[src/rtl/hrf_pkg.sv]
package hrf_pkg;

    localparam int BYTE_W   = 8;
    localparam int HALT_BIT = 7;
    localparam int N_SETS   = 3;

    typedef enum logic [1:0] {
        BANK_MAIN  = 2'b00,
        BANK_ALT_A = 2'b01,
        BANK_RSV   = 2'b10,
        BANK_ALT_B = 2'b11
    } bank_e;

    typedef struct packed {
        logic  pwr_on;
        bank_e bank;
        logic  pol_hi;
        logic  hi_first;
    } cfg_t;

    function automatic bank_e set_code(input int k);
        case (k)
            0:       return BANK_MAIN;
            1:       return BANK_ALT_A;
            default: return BANK_ALT_B;
        endcase
    endfunction

    function automatic logic [15:0] lane_order(input logic hi_first,
                                               input logic [7:0] first,
                                               input logic [7:0] second);
        return hi_first ? {first, second} : {second, first};
    endfunction

    function automatic logic [7:0] cfg_byte(input cfg_t c, input logic pin);
        return {2'b11, c.pwr_on, pin, c.bank, c.pol_hi, c.hi_first};
    endfunction

endpackage

[src/rtl/hrf_regfile.sv]
module hrf_regfile #(
    parameter int         N       = 8,
    parameter logic [7:0] RST_VAL = 8'h00
) (
    input  logic                clk,
    input  logic                rst,
    input  logic [N-1:0]        we,
    input  logic [N-1:0][7:0]   wd,
    output logic [N-1:0][7:0]   q
);
    for (genvar i = 0; i < N; i++) begin : g_reg
        always_ff @(posedge clk) begin
            if (rst)        q[i] <= RST_VAL;
            else if (we[i]) q[i] <= wd[i];
        end
    end
endmodule

[src/rtl/hrf_cfg.sv]
module hrf_cfg
    import hrf_pkg::*;
#(
    parameter logic [7:0] CTL_RST = 8'hB6
) (
    input  logic       clk,
    input  logic       rst,
    input  logic       we_ctl,
    input  logic [7:0] ctl_wd,
    input  logic       we_cfg,
    input  logic       wr_pwr,
    input  logic [1:0] wr_bank,
    input  logic       wr_pol,
    input  logic       wr_ord,
    output logic [7:0] ctl_q,
    output cfg_t       cfg_q
);
    always_ff @(posedge clk) begin
        if (rst)         ctl_q <= CTL_RST;
        else if (we_ctl) ctl_q <= ctl_wd;
    end

    always_ff @(posedge clk) begin
        if (rst) begin
            cfg_q <= '{pwr_on: 1'b1, bank: BANK_MAIN, pol_hi: 1'b0, hi_first: 1'b0};
        end else if (we_cfg) begin
            cfg_q.bank     <= bank_e'(wr_bank);
            cfg_q.pol_hi   <= wr_pol;
            cfg_q.hi_first <= wr_ord;
            if (wr_pwr)              cfg_q.pwr_on <= 1'b1;
            else if (ctl_q[HALT_BIT]) cfg_q.pwr_on <= 1'b0;
        end
    end


    pd_entry_gated_chk: assert property (@(posedge clk) disable iff (rst)
        $fell(cfg_q.pwr_on) |-> $past(ctl_q[HALT_BIT]) && $past(we_cfg));


    pwr_hold_chk: assert property (@(posedge clk) disable iff (rst)
        !we_cfg |=> $stable(cfg_q.pwr_on));
endmodule

[src/rtl/hrf_fifo.sv]
module hrf_fifo #(
    parameter int DEPTH = 16,
    localparam int AW = $clog2(DEPTH),
    localparam int LW = $clog2(DEPTH + 1)
) (
    input  logic          clk,
    input  logic          rst,
    input  logic [1:0]    push_n,
    input  logic [7:0]    din0,
    input  logic [7:0]    din1,
    input  logic [1:0]    pop_n,
    output logic [7:0]    dout0,
    output logic [7:0]    dout1,
    output logic [LW-1:0] level
);
    logic [7:0]    mem [DEPTH];
    logic [AW-1:0] wp, rp;

    always_ff @(posedge clk) begin
        if (push_n != 2'd0) mem[wp] <= din0;
        if (push_n == 2'd2) mem[wp + AW'(1)] <= din1;
    end

    always_ff @(posedge clk) begin
        if (rst) begin
            wp    <= '0;
            rp    <= '0;
            level <= '0;
        end else begin
            wp    <= wp + AW'(push_n);
            rp    <= rp + AW'(pop_n);
            level <= level + LW'(push_n) - LW'(pop_n);
        end
    end

    assign dout0 = mem[rp];
    assign dout1 = mem[rp + AW'(1)];


    level_bound_chk: assert property (@(posedge clk) disable iff (rst)
        level <= LW'(DEPTH));


    no_underflow_chk: assert property (@(posedge clk) disable iff (rst)
        LW'(pop_n) <= level);


    no_overflow_chk: assert property (@(posedge clk) disable iff (rst)
        LW'(push_n) <= LW'(DEPTH) - level);
endmodule

[src/rtl/hostreg_front.sv]
module hostreg_front
    import hrf_pkg::*;
#(
    parameter int BUF_DEPTH = 16
) (
    input  logic        clk,
    input  logic        rst,
    input  logic        bus_word,
    input  logic [3:0]  addr,
    input  logic        rd_stb,
    input  logic        wr_stb,
    input  logic [15:0] wdata,
    input  logic        rdy_pol_pin,
    output logic [15:0] rdata,
    output logic        pwr_on
);
    localparam int LW     = $clog2(BUF_DEPTH + 1);
    localparam int N_LOW  = 6;
    localparam int N_BANK = 8;

    logic [15:0]                    hit;
    logic [15:0][7:0]               wbyte;
    logic [15:0][7:0]               view;
    logic [N_LOW-1:0][7:0]          low_q;
    logic [N_SETS-1:0][N_BANK-1:0]  set_we;
    logic [N_SETS-1:0][N_BANK-1:0][7:0] set_q;
    logic [7:0]                     ctl_q;
    cfg_t                           cfg;

    // write decode: word mode covers the even/odd slot pair
    always_comb begin
        for (int r = 0; r < 16; r++) begin
            hit[r]   = wr_stb && (bus_word ? (4'(r) >> 1) == (addr >> 1) : 4'(r) == addr);
            wbyte[r] = (bus_word && r[0]) ? wdata[15:8] : wdata[7:0];
        end
    end

    logic is_port;
    assign is_port = (cfg.bank == BANK_ALT_A) && (addr[3:1] == 3'b100);

    always_comb begin
        for (int k = 0; k < N_SETS; k++)
            for (int i = 0; i < N_BANK; i++)
                set_we[k][i] = hit[8+i] && (cfg.bank == set_code(k)) && !(k == 1 && i < 2);
    end

    hrf_regfile #(.N(N_LOW)) u_low (
        .clk(clk), .rst(rst), .we(hit[N_LOW-1:0]), .wd(wbyte[N_LOW-1:0]), .q(low_q)
    );

    for (genvar k = 0; k < N_SETS; k++) begin : g_set
        hrf_regfile #(.N(N_BANK)) u_set (
            .clk(clk), .rst(rst), .we(set_we[k]), .wd(wbyte[15:8]), .q(set_q[k])
        );
    end

    hrf_cfg u_cfg (
        .clk(clk), .rst(rst),
        .we_ctl(hit[6]), .ctl_wd(wbyte[6]),
        .we_cfg(hit[7]), .wr_pwr(wbyte[7][5]), .wr_bank(wbyte[7][3:2]),
        .wr_pol(wbyte[7][1]), .wr_ord(wbyte[7][0]),
        .ctl_q(ctl_q), .cfg_q(cfg)
    );
    assign pwr_on = cfg.pwr_on;

    // buffer data port
    logic [LW-1:0] level, need;
    logic [1:0]    push_n, pop_n;
    logic [7:0]    dout0, dout1, din0, din1;
    logic          port_rd_ok, port_wr_ok;
    logic [15:0]   port_data;

    assign need       = bus_word ? LW'(2) : LW'(1);
    assign port_rd_ok = rd_stb && is_port && cfg.pwr_on && (level >= need);
    assign port_wr_ok = wr_stb && is_port && cfg.pwr_on && ((LW'(BUF_DEPTH) - level) >= need);
    assign pop_n      = port_rd_ok ? need[1:0] : 2'd0;
    assign push_n     = port_wr_ok ? need[1:0] : 2'd0;
    assign din0       = (bus_word && cfg.hi_first) ? wdata[15:8] : wdata[7:0];
    assign din1       = cfg.hi_first ? wdata[7:0] : wdata[15:8];
    assign port_data  = !port_rd_ok ? 16'h0000 :
                        bus_word ? lane_order(cfg.hi_first, dout0, dout1) : {8'h00, dout0};

    hrf_fifo #(.DEPTH(BUF_DEPTH)) u_buf (
        .clk(clk), .rst(rst), .push_n(push_n), .din0(din0), .din1(din1),
        .pop_n(pop_n), .dout0(dout0), .dout1(dout1), .level(level)
    );

    // read path
    always_comb begin
        for (int r = 0; r < N_LOW; r++) view[r] = low_q[r];
        view[6] = ctl_q;
        view[7] = cfg_byte(cfg, rdy_pol_pin);
        for (int i = 0; i < N_BANK; i++) begin
            case (cfg.bank)
                BANK_MAIN:  view[8+i] = set_q[0][i];
                BANK_ALT_A: view[8+i] = set_q[1][i];
                BANK_ALT_B: view[8+i] = set_q[2][i];
                default:    view[8+i] = 8'h00;
            endcase
        end
    end

    logic [3:0]  base;
    logic [15:0] reg_data;
    assign base     = bus_word ? {addr[3:1], 1'b0} : addr;
    assign reg_data = bus_word ? {view[base | 4'd1], view[base]} : {8'h00, view[addr]};
    assign rdata    = !rd_stb ? 16'h0000 : (is_port ? port_data : reg_data);


    rsv_write_ignored_chk: assert property (@(posedge clk) disable iff (rst)
        wr_stb && (cfg.bank == BANK_RSV) |=> $stable(set_q));


    pd_port_frozen_chk: assert property (@(posedge clk) disable iff (rst)
        !cfg.pwr_on && is_port |=> $stable(level));
endmodule

[config.mk]
export PLATFORM = sky130hd
export DESIGN_NAME = hostreg_front
export DESIGN_NICKNAME = d
export VERILOG_FILES = /design/src/rtl/hrf_pkg.sv /design/src/rtl/hrf_regfile.sv /design/src/rtl/hrf_cfg.sv /design/src/rtl/hrf_fifo.sv /design/src/rtl/hostreg_front.sv
export SDC_FILE = /design/constraint.sdc
export NUM_CORES = 1
export LEC_CHECK = 0
export BUFFER_PORTS_ARGS = -buffer_cell sky130_fd_sc_hd__buf_2
export CAP_MARGIN = 10
export CORE_ASPECT_RATIO = 0.5
export CORE_MARGIN = 2
export CORE_UTILIZATION = 55
export DETAILED_ROUTE_END_ITERATION = 8
export HOLD_SLACK_MARGIN = 0.03
export PLACE_DENSITY = 0.79
export SLEW_MARGIN = 20
export SYNTH_ARGS = -nofsm -noshare
export SYNTH_HDL_FRONTEND = slang
export SYNTH_SLANG_ARGS = --single-unit
export TNS_END_PERCENT = 50
[constraint.sdc]
create_clock -name clk -period 4.48 [get_ports clk]
set_clock_uncertainty 0.15 [all_clocks]
set_input_delay 0.448 -clock clk [delete_from_list [all_inputs] [get_ports clk]]
set_output_delay 0.448 -clock clk [all_outputs]
set_load 0.02 [all_outputs]
==> impl_metrics.json, run 1 <==
{
  "grt_overflow": 0,
  "wl_per_cell_um": 26.1,
  "clk_pin_slew_ns": 0.07,
  "worst-r2r-cell-count": 14,
  "crit_required_ns": 3.88,
  "antenna_found_initial": 0,
  "synth_top_area_cell": "dfxtp_1",
  "synth_top_area_share_pct": 24.4,
  "whs_ns": 0.251,
  "multi_input_area_um2": 10800,
  "hold_viol_final": 0,
  "fin_crit_sh_pct": 98.4,
  "fillers": 2949,
  "die_w_um": 277,
  "hold_start": "wdata[5]",
  "yosys_warnings": 0,
  "worst_ep_arrival_time_ns": 3.81,
  "peakVddDrop_v": 0.000267,
  "die_area_um2": 39000,
  "synth_cell_types": 70,
  "num_antenna_cells": 0,
  "place.gp.congestion": 1.02,
  "hold_path_end": "u_low.q[37]",
  "final_cell_area_um2": 22500,
  "fin_setup_tns_ns": 0,
  "hpwl_um": 45300,
  "synth-xor-area-share_pct": 0.298,
  "drtIter0Drc": 2736,
  "area_growth_pct": 9.42,
  "seqCellArea_um2": 8850,
  "nets": 2072,
  "synthMuxAreaShare_pct": 22.1,
  "final_common_cell": "dfxtp_1",
  "rr_endpoint": "u_buf.level[4]",
  "drt-total-wl_um": 66200,
  "hold_class": "input pin to flip-flop",
  "r2r-start": "u_buf.level[1]",
  "drv_slew": 0,
  "track_usage_pct": 33.3,
  "cp_slowest_cell": "nor4_1",
  "fmax_mhz": 227,
  "synth_compound_area_share_pct": 13.8,
  "netlist_area_um2": 20500,
  "async_flop_share_pct": 0,
  "grt_pass1_wl_um": 99900,
  "worst-path-max-fanout": 49,
  "htree_levels": 2,
  "holdPathStages": 3,
  "synth_fa_ha_area_share_pct": 1.61,
  "synth-edff-count": 128,
  "clock_latency_ns": 0.54,
  "detail-route-antenna-nets": 0,
  "final_cell_mix": "dfxtp_1 (249), mux2i_1 (243), nor2_1 (222), nand2_1 (172), edfxtp_1 (128)",
  "cts.sinks": 378,
  "via_count": 17500,
  "core_um2": 36400,
  "powerDensity_nw_per_um2": 330,
  "fin_cells": 2534,
  "max-slew-margin-rel_pct": 27.9,
  "syn_avg_cell_area_um2": 9.98,
  "synth_flop_cell": "dfxtp_1",
  "drv_cap": 0,
  "cp_cell_sequence": "inv_1, ha_4, a222oi_1, mux2_2, o311ai_0, a31oi_1, nor4_1, a221o_1, buf_2",
  "synth-seq-cells": 378,
  "port_buffers": 42,
  "synth_top_family_by_area": "multiplexers",
  "path_buf_inv": 2,
  "io_pins": 43,
  "synth_simple_gate_area_share_pct": 14.2,
  "placed_area_um2": 21300,
  "via_per_inst": 6.91,
  "fin_crit_ns": 4.41,
  "dp_cells": 2467,
  "synth.net_count": 2108,
  "reg2reg_slack_ns": 0.74,
  "layout-drive-gt1-share_pct": 14.5,
  "die_h_um": 141,
  "grt_pass1_vias": 16200,
  "clock_path_buffers": 3,
  "clock-root-buffer": "clkbuf_16",
  "start_kind": "flip-flop",
  "synthCells": 2058,
  "worst_pin_slew_ns": 1.05,
  "cts-resized-gates": 0,
  "grt_max_degree": 129,
  "crit_type": "flip-flop to output port",
  "drtPass1Iterations": 6,
  "p_leak_nw": 8.36,
  "status": "completed",
  "fp-row-count": 49,
  "drc": 0,
  "slowest_delay_ns": 0.60,
  "initial_core_util_pct": 56.5,
  "worst_path_dominant_cell_family": "compound AO/OA/AOI/OAI gates",
  "yosysSeqAreaShare_pct": 43.1,
  "worst_setup_path_end_kind": "output port",
  "cts_tree": "yes",
  "numCtsBuffers": 36,
  "yosys-top-cells-area": "dfxtp_1 (24%), edfxtp_1 (19%), mux2i_1 (12%), mux4_2 (9.5%), nor2_1 (4.1%)",
  "setup_viol_count_final": 0
}
## layer usage
layer	track usage, %	wire [um]	vias up
li1	-	-	7620
met1	46.2	26200	8485
met2	51.2	29400	1178
met3	5.82	7230	220
met4	15.5	3360	0
met5	0	0	-
## kinds of logic after synthesis
group	Yosys count
mux	344
flops	378
compound gates	411
xor+xnor	7
buf+inv	253
simple gates	641
fa+ha+maj	24
## through the flow
stage                     total power (W)  utilization, %  setup WS [ns]
after floorplan                   0.00408               -           1.06
after global placement            0.00431            58.5          0.822
after detailed placement          0.00431            58.5          0.762
after CTS                         0.00742            61.8          0.190
after global routing              0.00762            61.8        -0.0189
final                             0.00743            61.8         0.0709
## power breakdown
part	switching [W]	internal [W]	leakage [nW]
Combinational	0.000466	0.000204	4.60
Clock	0.00139	0.00177	0.593
Sequential	0.0000269	0.00357	3.17
## worst min-delay path: cells and delay by family
family / cells / cell delay (ns)
AOI/OAI and AO/OA: 1 / 0.06
and+or+nand+nor: 1 / 0.13
buffers and inverters: 1 / 0.26
## area by class of cell
class	instances	area share [%]
Multi-Input combinational cell	1427	47.8
Clock inverter	12	0.545
Inverter	57	0.952
Timing Repair Buffer	122	3.86
Tap cell	484	2.69
Clock buffer	54	4.73
Sequential cell	378	39.4
## worst max path at each step
stage,to,cells past startpoint,from
global placement,rdata[6],9,u_cfg.cfg_q[2]
floorplan,u_buf.level[3],14,bus_word
CTS,rdata[6],9,u_cfg.cfg_q[2]
global route,rdata[6],10,u_cfg.cfg_q[3]
finish,rdata[6],9,u_cfg.cfg_q[2]
detailed placement,rdata[6],9,u_cfg.cfg_q[2]
## state kept, by name, summed over array words and instances (netlist names)
| name | count |
|---|---|
| g_set.u_set.q | 176 |
| u_buf.level | 5 |
| u_buf.mem | 128 |
| u_buf.rp | 4 |
| u_buf.wp | 4 |
| u_cfg.cfg_q | 5 |
| u_cfg.ctl_q | 8 |
| u_low.q | 48 |
## cells in the mapped netlist (4+ instances only)
master    number
dfxtp_1      250
mux2i_1      244
nor2_1       222
nand2_1      172
clkbuf_1     136
edfxtp_1     128
a21oi_1      121
nand3_1      104
mux4_2        87
a211oi_1      76
inv_1         55
nor3_1        48
o21ai_0       38
a22oi_1       35
a222oi_1      32
buf_1         27
buf_2         27
o22ai_1       21
ha_1          20
nor2b_1       18
and2_1        14
nand4_1       14
mux2_2        13
nand2b_1      13
o221ai_1      11
a221oi_1      10
a31oi_1        9
a221o_1        8
nor4_1         8
a211o_1        6
a32oi_1        5
o32ai_1        5
or4_1          5
xnor2_1        5
and3_1         4
buf_4          4
fa_1           4
o211ai_1       4
## repair_timing
item                       CTS  global route
setup buffers                0             1
setup endpoints to repair    0             1
hold endpoints to repair     0             0
hold buffers                 0             0
Note: power is estimated with default switching activity, not from simulation.
==> run 2: changes to the inputs <==
- CORE_MARGIN: 2 -> default
- CORE_UTILIZATION: 55 -> 60
- PLACE_DENSITY: 0.79 -> 0.85
==> impl_metrics.json, run 2 (synthesis results as in run 1) <==
{
  "status": "complete, but fails checks",
  "violations": "design-rule violations",
  "placed_area_um2": 21200,
  "worst_pin_slew_ns": 1.24,
  "clk_pin_slew_ns": 0.07,
  "drtPass1Iterations": 9,
  "cts-resized-gates": 0,
  "detail-route-antenna-nets": 0,
  "htree_levels": 2,
  "fin_crit_ns": 4.47,
  "start_kind": "flip-flop",
  "grt_pass1_vias": 16500,
  "hold_path_end": "g_set[2].u_set.q[53]",
  "post_cts_buffers": 0,
  "worst_setup_path_end_kind": "output port",
  "antenna_found_initial": 0,
  "layout-drive-gt1-share_pct": 14.8,
  "clock_latency_ns": 0.55,
  "port_buffers": 42,
  "area_growth_pct": 9.74,
  "rr_endpoint": "u_buf.level[4]",
  "r2r-start": "u_buf.level[0]",
  "final_cell_mix": "dfxtp_1 (249), mux2i_1 (244), nor2_1 (222), nand2_1 (172), edfxtp_1 (128)",
  "track_usage_pct": 37.6,
  "place.gp.congestion": 1.05,
  "reg.largest.list": "g_set.u_set.q x176, u_buf.mem x128, u_low.q x48",
  "p_leak_nw": 8.43,
  "hold_viol_final": 0,
  "die_h_um": 133,
  "drtIter0Drc": 2711,
  "numCtsBuffers": 35,
  "fin_crit_sh_pct": 99.7,
  "final_cell_area_um2": 22500,
  "via_per_inst": 7.11,
  "drt-total-wl_um": 66700,
  "die_area_um2": 35000,
  "largest_reg_flops": 176,
  "multi_input_area_um2": 10800,
  "crit_required_ns": 3.88,
  "hold_class": "input pin to flip-flop",
  "wl_per_cell_um": 26.8,
  "worst-r2r-cell-count": 14,
  "regMostFlops": "g_set.u_set.q",
  "cts.sinks": 378,
  "drv_cap": 0,
  "max-slew-margin-rel_pct": 17.1,
  "final_common_cell": "dfxtp_1",
  "nets": 2073,
  "grt_pass1_wl_um": 101000,
  "via_count": 17700,
  "setup_viol_count_final": 0,
  "fmax_mhz": 224,
  "holdPathStages": 3,
  "whs_ns": 0.246,
  "initial_core_util_pct": 61.5,
  "fp-row-count": 47,
  "clock-root-buffer": "clkbuf_16",
  "worst_ep_arrival_time_ns": 3.87,
  "num_antenna_cells": 0,
  "clock_path_buffers": 3,
  "die_w_um": 264,
  "drc": 1,
  "worst-path-max-fanout": 21,
  "grt_overflow": 0,
  "hpwl_um": 45000,
  "peakVddDrop_v": 0.000306,
  "drv_slew": 0,
  "fin_setup_tns_ns": 0,
  "grt_setup_unrepaired": "false",
  "io_pins": 43,
  "grt_max_degree": 141,
  "powerDensity_nw_per_um2": 341,
  "crit_type": "flip-flop to output port",
  "ctsHoldBuffers": 0,
  "seqCellArea_um2": 8850,
  "core_um2": 33400,
  "cts_tree": "yes",
  "reg2reg_slack_ns": 0.75,
  "fillers": 2516,
  "hold_start": "wdata[5]"
}
[run 2: changes by cell type in the layout (fill, tap and decap cells not counted), sizes merged]
cell | previous run | this run
clkbuf | 54 | 44
bufinv | 2 | 7
clkinv | 9 | 12
inv | 58 | 55
buf | 122 | 124
clkinvlp | 0 | 2
[run 2: final cells by class]
class | count | share of cell area (%)
Tap cell | 441 | 2.45
Clock buffer | 44 | 4.49
Inverter | 57 | 0.949
Timing Repair Buffer | 124 | 3.91
Multi-Input combinational cell | 1427 | 47.7
Sequential cell | 378 | 39.3
Clock inverter | 19 | 1.25
[run 2: layer usage]
| metal | global-route usage, % | wire length, um | up-vias |
|---|---|---|---|
| met5 | 0 | 0 | - |
| met4 | 18.3 | 3650 | 0 |
| met3 | 9.18 | 9070 | 276 |
| met2 | 57.0 | 29200 | 1371 |
| met1 | 50.8 | 24800 | 8439 |
| li1 | - | - | 7609 |
[run 2: where the power goes]
group / internal, W / leakage [nW] / total, W / switching, W
clock: 0.00201 / 0.639 / 0.00340 / 0.00138
combinational: 0.000208 / 4.62 / 0.000684 / 0.000477
sequential: 0.00357 / 3.17 / 0.00359 / 0.0000249
total: 0.00579 / 8.43 / 0.00768 / 0.00189
[run 2: stage by stage]
step / util, % / setup slack, ns / total power, W / cells
final: 67.5 / 0.0117 / 0.00768 / 2490
after global routing: 67.5 / 0.0520 / 0.00784 / 2490
after CTS: 67.4 / 0.151 / 0.00764 / 2489
after detailed placement: 63.6 / 0.717 / 0.00432 / 2426
after global placement: 63.6 / 0.734 / 0.00431 / 2426
after floorplan: - / 1.06 / 0.00408 / 2058
[run 2: worst max path at each step]
stage	from	depth (start not counted)	endpoint
5_1_grt	u_cfg.cfg_q[3]	10	rdata[6]
2_1_floorplan	bus_word	14	u_buf.level[3]
6_report	u_buf.rp[2]	7	rdata[12]
3_5_place_dp	u_cfg.cfg_q[2]	9	rdata[7]
3_3_place_gp	u_buf.rp[2]	7	rdata[12]
4_1_cts	u_cfg.cfg_q[2]	9	rdata[7]
[run 2: worst max-delay path: stages, from the launching register on]
cell and delay (ns):
dfxtp_1 0.93, nand2b_1 0.19, o21ai_0 0.12, a21oi_1 0.75, o22ai_1 0.26, o311ai_0 0.52, o21ai_0 0.31, buf_2 0.24
